### config.mk
export PLATFORM = sky130hd
export DESIGN_NAME = smb_regif
export DESIGN_NICKNAME = d
export VERILOG_FILES = /design/src/rtl/smb_regif_pkg.sv /design/src/rtl/smb_line_sync.sv /design/src/rtl/smb_bus_fsm.sv /design/src/rtl/smb_regfile.sv /design/src/rtl/smb_regif.sv
export SDC_FILE = /design/constraint.sdc
export NUM_CORES = 1
export LEC_CHECK = 0
export ABC_AREA = 1
export BUFFER_PORTS_ARGS = -buffer_cell sky130_fd_sc_hd__buf_4
export CORE_ASPECT_RATIO = 0.75
export CORE_UTILIZATION = 45
export DETAILED_ROUTE_END_ITERATION = 8
export PLACE_DENSITY = 0.63
export SYNTH_ARGS = -nofsm -noshare
export SYNTH_HDL_FRONTEND = slang
export SYNTH_SLANG_ARGS = --single-unit
### constraint.sdc
create_clock -name clk -period 1.5 [get_ports clk]
set_input_delay 0.3 -clock clk [delete_from_list [all_inputs] [get_ports clk]]
set_output_delay 0.3 -clock clk [all_outputs]
set_load 0.02 [all_outputs]
### src/rtl/smb_regif_pkg.sv
package smb_regif_pkg;
  localparam logic [7:0] CMD_BRIGHT = 8'h01;
  localparam logic [7:0] CMD_SHDN   = 8'h02;
  localparam logic [7:0] CMD_STATUS = 8'h03;
  localparam logic [7:0] CMD_CHIPID = 8'hFD;
  localparam logic [7:0] CMD_REV    = 8'hFE;
  localparam logic [7:0] CMD_MFGID  = 8'hFF;

  typedef enum logic [2:0] {
    ST_IDLE, ST_ADDR, ST_ACK, ST_CMD, ST_DATA, ST_TX, ST_TXACK, ST_SKIP
  } bus_st_e;
endpackage

### src/rtl/smb_line_sync.sv
module smb_line_sync #(
  parameter int STAGES = 2
) (
  input  logic clk,
  input  logic rst_n,
  input  logic line_i,
  output logic level_o,
  output logic rise_o,
  output logic fall_o
);
  logic [STAGES:0] pipe_q;

  always_ff @(posedge clk or negedge rst_n) begin
    if (!rst_n) pipe_q <= '1;
    else        pipe_q <= {pipe_q[STAGES-1:0], line_i};
  end

  assign level_o = pipe_q[STAGES-1];
  assign rise_o  = pipe_q[STAGES-1] & ~pipe_q[STAGES];
  assign fall_o  = ~pipe_q[STAGES-1] & pipe_q[STAGES];
endmodule

### src/rtl/smb_bus_fsm.sv
module smb_bus_fsm
  import smb_regif_pkg::*;
#(
  parameter logic [6:0] ADDR7 = 7'h2C
) (
  input  logic       clk,
  input  logic       rst_n,
  input  logic       scl_rise,
  input  logic       scl_fall,
  input  logic       sda_lvl,
  input  logic       start_evt,
  input  logic       stop_evt,
  input  logic [7:0] rd_data,
  output logic       sda_oe,
  output logic       cmd_we,
  output logic       wr_we,
  output logic [7:0] byte_o
);
  bus_st_e    state_q, state_d, nxt_q, nxt_d;
  logic [2:0] bitcnt_q, bitcnt_d;
  logic [7:0] sh_q, sh_d;
  logic       ack_on_q, ack_on_d;
  logic       oe_q, oe_d;

  assign byte_o = {sh_q[6:0], sda_lvl};

  always_comb begin
    state_d  = state_q;
    nxt_d    = nxt_q;
    bitcnt_d = bitcnt_q;
    sh_d     = sh_q;
    ack_on_d = ack_on_q;
    oe_d     = oe_q;
    cmd_we   = 1'b0;
    wr_we    = 1'b0;
    if (stop_evt) begin
      state_d  = ST_IDLE;
      oe_d     = 1'b0;
      ack_on_d = 1'b0;
    end else if (start_evt) begin
      state_d  = ST_ADDR;
      bitcnt_d = 3'd0;
      oe_d     = 1'b0;
      ack_on_d = 1'b0;
    end else begin
      unique case (state_q)
        ST_ADDR, ST_CMD, ST_DATA: begin
          if (scl_rise) begin
            sh_d     = byte_o;
            bitcnt_d = bitcnt_q + 3'd1;
            if (bitcnt_q == 3'd7) begin
              state_d = ST_ACK;
              if (state_q == ST_ADDR) begin
                if (byte_o[7:1] == ADDR7) nxt_d = byte_o[0] ? ST_TX : ST_CMD;
                else                      state_d = ST_SKIP;
              end else if (state_q == ST_CMD) begin
                cmd_we = 1'b1;
                nxt_d  = ST_DATA;
              end else begin
                wr_we  = 1'b1;
                nxt_d  = ST_SKIP;
              end
            end
          end
        end
        ST_ACK: begin
          if (scl_fall) begin
            if (!ack_on_q) begin
              oe_d     = 1'b1;
              ack_on_d = 1'b1;
            end else begin
              ack_on_d = 1'b0;
              bitcnt_d = 3'd0;
              state_d  = nxt_q;
              if (nxt_q == ST_TX) begin
                sh_d = rd_data;
                oe_d = ~rd_data[7];
              end else begin
                oe_d = 1'b0;
              end
            end
          end
        end
        ST_TX: begin
          if (scl_rise) begin
            bitcnt_d = bitcnt_q + 3'd1;
            if (bitcnt_q == 3'd7) state_d = ST_TXACK;
          end else if (scl_fall) begin
            sh_d = {sh_q[6:0], 1'b0};
            oe_d = ~sh_q[6];
          end
        end
        ST_TXACK: begin
          if (scl_fall) begin
            oe_d    = 1'b0;
            state_d = ST_SKIP;
          end
        end
        default: ;
      endcase
    end
  end

  always_ff @(posedge clk or negedge rst_n) begin
    if (!rst_n) begin
      state_q  <= ST_IDLE;
      nxt_q    <= ST_IDLE;
      bitcnt_q <= 3'd0;
      sh_q     <= 8'h00;
      ack_on_q <= 1'b0;
      oe_q     <= 1'b0;
    end else begin
      state_q  <= state_d;
      nxt_q    <= nxt_d;
      bitcnt_q <= bitcnt_d;
      sh_q     <= sh_d;
      ack_on_q <= ack_on_d;
      oe_q     <= oe_d;
    end
  end

  assign sda_oe = oe_q;
endmodule

### src/rtl/smb_regfile.sv
module smb_regfile
  import smb_regif_pkg::*;
#(
  parameter int         BRIGHT_W = 5,
  parameter int         SHDN_W   = 3,
  parameter int         STAT_W   = 2,
  parameter logic [7:0] CHIP_ID  = 8'h09,
  parameter logic [7:0] CHIP_REV = 8'h01,
  parameter logic [7:0] MFG_ID   = 8'h4D
) (
  input  logic                clk,
  input  logic                rst_n,
  input  logic                cmd_we,
  input  logic                wr_we,
  input  logic [7:0]          byte_i,
  input  logic [STAT_W-1:0]   status_i,
  output logic [7:0]          rd_data,
  output logic [BRIGHT_W-1:0] bright_o,
  output logic [SHDN_W-1:0]   shdn_o
);
  localparam logic [BRIGHT_W-1:0] BRIGHT_RST = '1;

  logic [7:0]          ptr_q;
  logic [BRIGHT_W-1:0] bright_q;
  logic [SHDN_W-1:0]   shdn_q;
  logic                bright_en, shdn_en;

  assign bright_en = wr_we && (ptr_q == CMD_BRIGHT);
  assign shdn_en   = wr_we && (ptr_q == CMD_SHDN);

  always_ff @(posedge clk or negedge rst_n) begin
    if (!rst_n) begin
      ptr_q    <= CMD_BRIGHT;
      bright_q <= BRIGHT_RST;
      shdn_q   <= '0;
    end else begin
      if (cmd_we)    ptr_q    <= byte_i;
      if (bright_en) bright_q <= byte_i[BRIGHT_W-1:0];
      if (shdn_en)   shdn_q   <= byte_i[SHDN_W-1:0];
    end
  end

  always_comb begin
    unique case (ptr_q)
      CMD_BRIGHT: rd_data = {{(8-BRIGHT_W){1'b0}}, bright_q};
      CMD_SHDN:   rd_data = {{(8-SHDN_W){1'b0}}, shdn_q};
      CMD_STATUS: rd_data = {{(8-STAT_W){1'b0}}, status_i};
      CMD_CHIPID: rd_data = CHIP_ID;
      CMD_REV:    rd_data = CHIP_REV;
      CMD_MFGID:  rd_data = MFG_ID;
      default:    rd_data = 8'h00;
    endcase
  end

  assign bright_o = bright_q;
  assign shdn_o   = shdn_q;
endmodule

### src/rtl/smb_regif.sv
module smb_regif #(
  parameter logic [6:0] ADDR7       = 7'h2C,
  parameter int         SYNC_STAGES = 2,
  parameter int         BRIGHT_W    = 5,
  parameter int         SHDN_W      = 3,
  parameter int         STAT_W      = 2,
  parameter logic [7:0] CHIP_ID     = 8'h09,
  parameter logic [7:0] CHIP_REV    = 8'h01,
  parameter logic [7:0] MFG_ID      = 8'h4D
) (
  input  logic                clk,
  input  logic                rst_n,
  input  logic                scl_i,
  input  logic                sda_i,
  output logic                sda_oe,
  input  logic [STAT_W-1:0]   status_i,
  output logic [BRIGHT_W-1:0] bright_o,
  output logic [SHDN_W-1:0]   shdn_o
);
  logic [1:0] rst_pipe_q;
  logic       rst_sync_n;
  logic       scl_lvl, scl_rise, scl_fall;
  logic       sda_lvl, sda_rise, sda_fall;
  logic       start_evt, stop_evt;
  logic       cmd_we, wr_we;
  logic [7:0] byte_w, rd_data;

  always_ff @(posedge clk or negedge rst_n) begin
    if (!rst_n) rst_pipe_q <= 2'b00;
    else        rst_pipe_q <= {rst_pipe_q[0], 1'b1};
  end
  assign rst_sync_n = rst_pipe_q[1];

  smb_line_sync #(.STAGES(SYNC_STAGES)) scl_sync_i (
    .clk(clk), .rst_n(rst_sync_n), .line_i(scl_i),
    .level_o(scl_lvl), .rise_o(scl_rise), .fall_o(scl_fall));

  smb_line_sync #(.STAGES(SYNC_STAGES)) sda_sync_i (
    .clk(clk), .rst_n(rst_sync_n), .line_i(sda_i),
    .level_o(sda_lvl), .rise_o(sda_rise), .fall_o(sda_fall));

  assign start_evt = sda_fall & scl_lvl;
  assign stop_evt  = sda_rise & scl_lvl;

  smb_bus_fsm #(.ADDR7(ADDR7)) fsm_i (
    .clk(clk), .rst_n(rst_sync_n), .scl_rise(scl_rise), .scl_fall(scl_fall),
    .sda_lvl(sda_lvl), .start_evt(start_evt), .stop_evt(stop_evt),
    .rd_data(rd_data), .sda_oe(sda_oe), .cmd_we(cmd_we), .wr_we(wr_we),
    .byte_o(byte_w));

  smb_regfile #(
    .BRIGHT_W(BRIGHT_W), .SHDN_W(SHDN_W), .STAT_W(STAT_W),
    .CHIP_ID(CHIP_ID), .CHIP_REV(CHIP_REV), .MFG_ID(MFG_ID)
  ) regs_i (
    .clk(clk), .rst_n(rst_sync_n), .cmd_we(cmd_we), .wr_we(wr_we),
    .byte_i(byte_w), .status_i(status_i), .rd_data(rd_data),
    .bright_o(bright_o), .shdn_o(shdn_o));
endmodule

==> flow_metrics.py <==
metrics = {
    "finish": {
        "nets": 360,
        "num_antenna_cells": 0,
        "final_cells": 410,
        "area.growth.synth_to_final_pct": 35.50,
        "final_common_cell": "nand2_1",
        "mostFrequentLayoutCells": "nand2_1 (70), buf_4 (52), inv_1 (33), nor2_1 (33), dfrtp_1 (28)",
        "drive_gt1_share_pct": 37.11,
    },
    "drt": {
        "drc": 0,
        "drt-initial-drc-count": 138,
        "ant_nets": 0,
        "vias": 2088,
        "vias_per_cell": 5.093,
        "wl_mm": 5.527,
        "routedWlPerCell_um": 13.48,
        "drt-pass1-iter-count": 4,
    },
    "sta": {
        "post-route-period-util_pct": 106.5,
        "fin_crit_ps": 1597,
        "fin_ws_ps": -96.86,
        "finalSetupViolCount": 22,
        "fmax_mhz": 626.2,
        "hold_violations": 0,
        "fin_setup_tns_ps": -989.8,
        "maxSlewViolCount": 0,
        "rsz0062_at_grt": "yes",
        "fin_skew_ps": 8.039,
    },
    "setup_path": {
        "crit_path_start_kind": "flop",
        "reg2reg_from": "scl_sync_i.pipe_q[1]$_DFF_PN1_",
        "cp-end-kind": "flop",
        "rr_worst_depth": 8,
        "slowest_stage": "dfstp_2",
        "cpPeakStageDelay_ps": 570,
        "worstSetupPathType": "reg -> reg",
        "reg2reg_to": "regs_i.bright_o[3]$_DFFE_PN1P_",
        "cp_max_fo": 5,
        "r2r_slack_ps": -100,
        "cp_cell_sequence": "inv_2 -> nor2_4 -> inv_4 -> nor3_4 -> buf_6 -> nand3_4 -> nand2_1 -> o21ai_2",
        "cp.required_ps": 1730,
        "worst_ep_arrival_time_ps": 1830,
    },
    "flow_run": {
        "maxCapViolCount": 0,
    },
    "placement": {
        "dp.cells": 389,
        "dpl_worst_slack_ps": -109.4,
        "hpwl_mm": 3.970,
        "globalplace.congestion": 0.8771,
        "portBuffers": 14,
    },
    "power": {
        "total_power_mw": 4.803,
        "ir_drop_v": 0.0009345,
        "power.density_nw_per_um2": 1562,
        "p_leak_nw": 1.530,
    },
    "yosys": {
        "yosysWarnings": 0,
        "syn_nets": 295,
        "synthDistinctLibCells": 29,
        "synth_top_area_cell": "dfrtp_1",
        "syn_area_sq_um": 2270,
        "synth-edff-count": 0,
        "async_flop_share_pct": 100.0,
        "syn-mean-instance-area_sq_um": 7.908,
        "synth_seq_cells": 42,
        "synthCells": 287,
        "synth_ff_type": "dfrtp_1",
        "synthTopCellsByArea": "dfrtp_1 (33%), dfstp_2 (14%), nand2_1 (12%)",
        "ys_seq_area_share_pct": 46.97,
        "synth_top_area_share_pct": 33.08,
    },
    "outcome": {
        "outcome": "finished with violations",
        "violations": "negative setup slack",
    },
    "die": {
        "pin_count": 15,
        "die-area_sq_um": 5335,
        "die_w_um": 84.01,
        "die_h_um": 63.51,
        "core-area_sq_um": 4651,
        "rows": 21,
        "start_util_pct": 48.80,
    },
    "worst_hold_path": {
        "worst_hold_path_type": "in -> reg",
        "hold_end": "scl_sync_i.pipe_q[0]$_DFF_PN1_",
        "hp-start": "scl_i",
        "whs_path_depth": 1,
    },
    "clocking": {
        "cts.htree.levels": 2,
        "cts_root_buf": "clkbuf_8",
        "cts_max_path_buffers": 2,
        "cts_tree": "done",
        "clk_pin_slew_worst_paths_ps": 80,
        "clock-sinks": 42,
        "clk_latency_ps": 300,
        "cts_buffers": 5,
    },
    "global_routing": {
        "track_usage_pct": 21.93,
        "grt_max_degree": 35,
        "grt_pass1_wl_mm": 9.170,
        "grt_pass1_vias": 1921,
        "antenna_found_initial": 0,
        "grt-ovfl-total": 0,
    },
}
==> what timing repair did <==
item | in CTS | in global routing
endpoints found under the hold margin | 2 | 0
resized for setup | 17 | 23
hold buffers | 1 | 0
pin swaps | 6 | 12
gates cloned | 1 | 0
endpoints found under the setup margin | 29 | 33
buffers inserted | 7 | 4
==> worst max-delay path by stage <==
stage / start / end / slack (ps) / cells after the start
2_1_floorplan: scl_sync_i.pipe_q[1]$_DFF_PN1_ / regs_i.ptr_q[7]$_DFFE_PN0P_ / 7 / 8
3_3_place_gp: scl_sync_i.pipe_q[1]$_DFF_PN1_ / regs_i.ptr_q[3]$_DFFE_PN0P_ / -90 / 8
3_5_place_dp: sda_sync_i.pipe_q[1]$_DFF_PN1_ / fsm_i.nxt_q[2]$_DFFE_PN0P_ / -110 / 7
4_1_cts: scl_sync_i.pipe_q[1]$_DFF_PN1_ / regs_i.bright_o[3]$_DFFE_PN1P_ / -60 / 8
5_1_grt: scl_sync_i.pipe_q[1]$_DFF_PN1_ / regs_i.bright_o[4]$_DFFE_PN1P_ / -170 / 8
6_report: scl_sync_i.pipe_q[1]$_DFF_PN1_ / regs_i.bright_o[3]$_DFFE_PN1P_ / -100 / 8
==> registers in the layout (all words and copies together), names as in the netlist <==
signal,cells
regs_i.ptr_q,8
fsm_i.sh_q,7
regs_i.bright_o,5
fsm_i.bitcnt_q,3
fsm_i.nxt_q,3
fsm_i.state_q,3
regs_i.shdn_o,3
scl_sync_i.pipe_q,3
sda_sync_i.pipe_q,3
rst_pipe_q,2
fsm_i.ack_on_q,1
fsm_i.sda_oe,1
==> synth_stat cells, types with 3 or more instances <==
| library cell | count |
|---|---|
| o21ai_2 | 8 |
| dfstp_2 | 12 |
| o21ai_0 | 8 |
| inv_1 | 37 |
| nor2_2 | 3 |
| nand2_1 | 75 |
| nand3_1 | 22 |
| nor3_1 | 5 |
| nor2_1 | 37 |
| o21ai_1 | 16 |
| nor2_4 | 3 |
| nand3_2 | 4 |
| a21oi_1 | 5 |
| dfrtp_1 | 30 |
==> critical path, delay by kind of cell, from the launching register on <==
kind | cells | cell delay, ps
AOI/OAI and AO/OA | 1 | 50
buffers and inverters | 3 | 270
DFF | 1 | 570
and+or+nand+nor | 4 | 640
==> per-layer routing <==
layer | part of all wire (%) | up-vias | wire, um | GRT usage [%]
met5 | 0 | - | 0 | 0
met4 | 1.2 | 0 | 69 | 6.250
met3 | 5.9 | 12 | 328 | 4.325
met2 | 42 | 67 | 2315 | 31.35
met1 | 51 | 959 | 2814 | 33.39
li1 | - | 1050 | - | -
==> metrics by stage <==
step                      hold WS, ps  util (%)  instance area, sq um
after floorplan                 4.409         -                  2273
after global routing            94.84     66.13                  3075
after detailed placement        84.47     58.25                  2709
final                           105.6     66.13                  3075
after global placement          83.14     58.25                  2709
after CTS                       99.65     63.95                  2974
==> power breakdown <==
part           internal [mW]  switching, mW  total [mW]
Sequential              1.33          0.178        1.51
Clock                  0.667          0.414        1.08
Combinational          0.954           1.26        2.22
Total                   2.95           1.85        4.80
==> area by class of cell <==
| type | instances | area (sq um) |
|---|---|---|
| clock inverter | 3 | 68.82 |
| fill | 371 | 1575 |
| sequential | 42 | 1069 |
| timing repair buffer | 61 | 516.7 |
| clock buffer | 5 | 68.82 |
| multi-input combinational | 202 | 1124 |
| tap | 57 | 71.32 |
| inverter | 40 | 157.7 |
==> cell families after synthesis <==
logic type / share of synthesized area (%)
AOI/OAI and AO/OA: 10.86
adders and majority gates: 1.102
buffers and inverters: 8.379
DFF: 46.97
other: 0.1652
and+or+nand+nor: 32.52
Note: power is estimated with default switching activity, not from simulation.
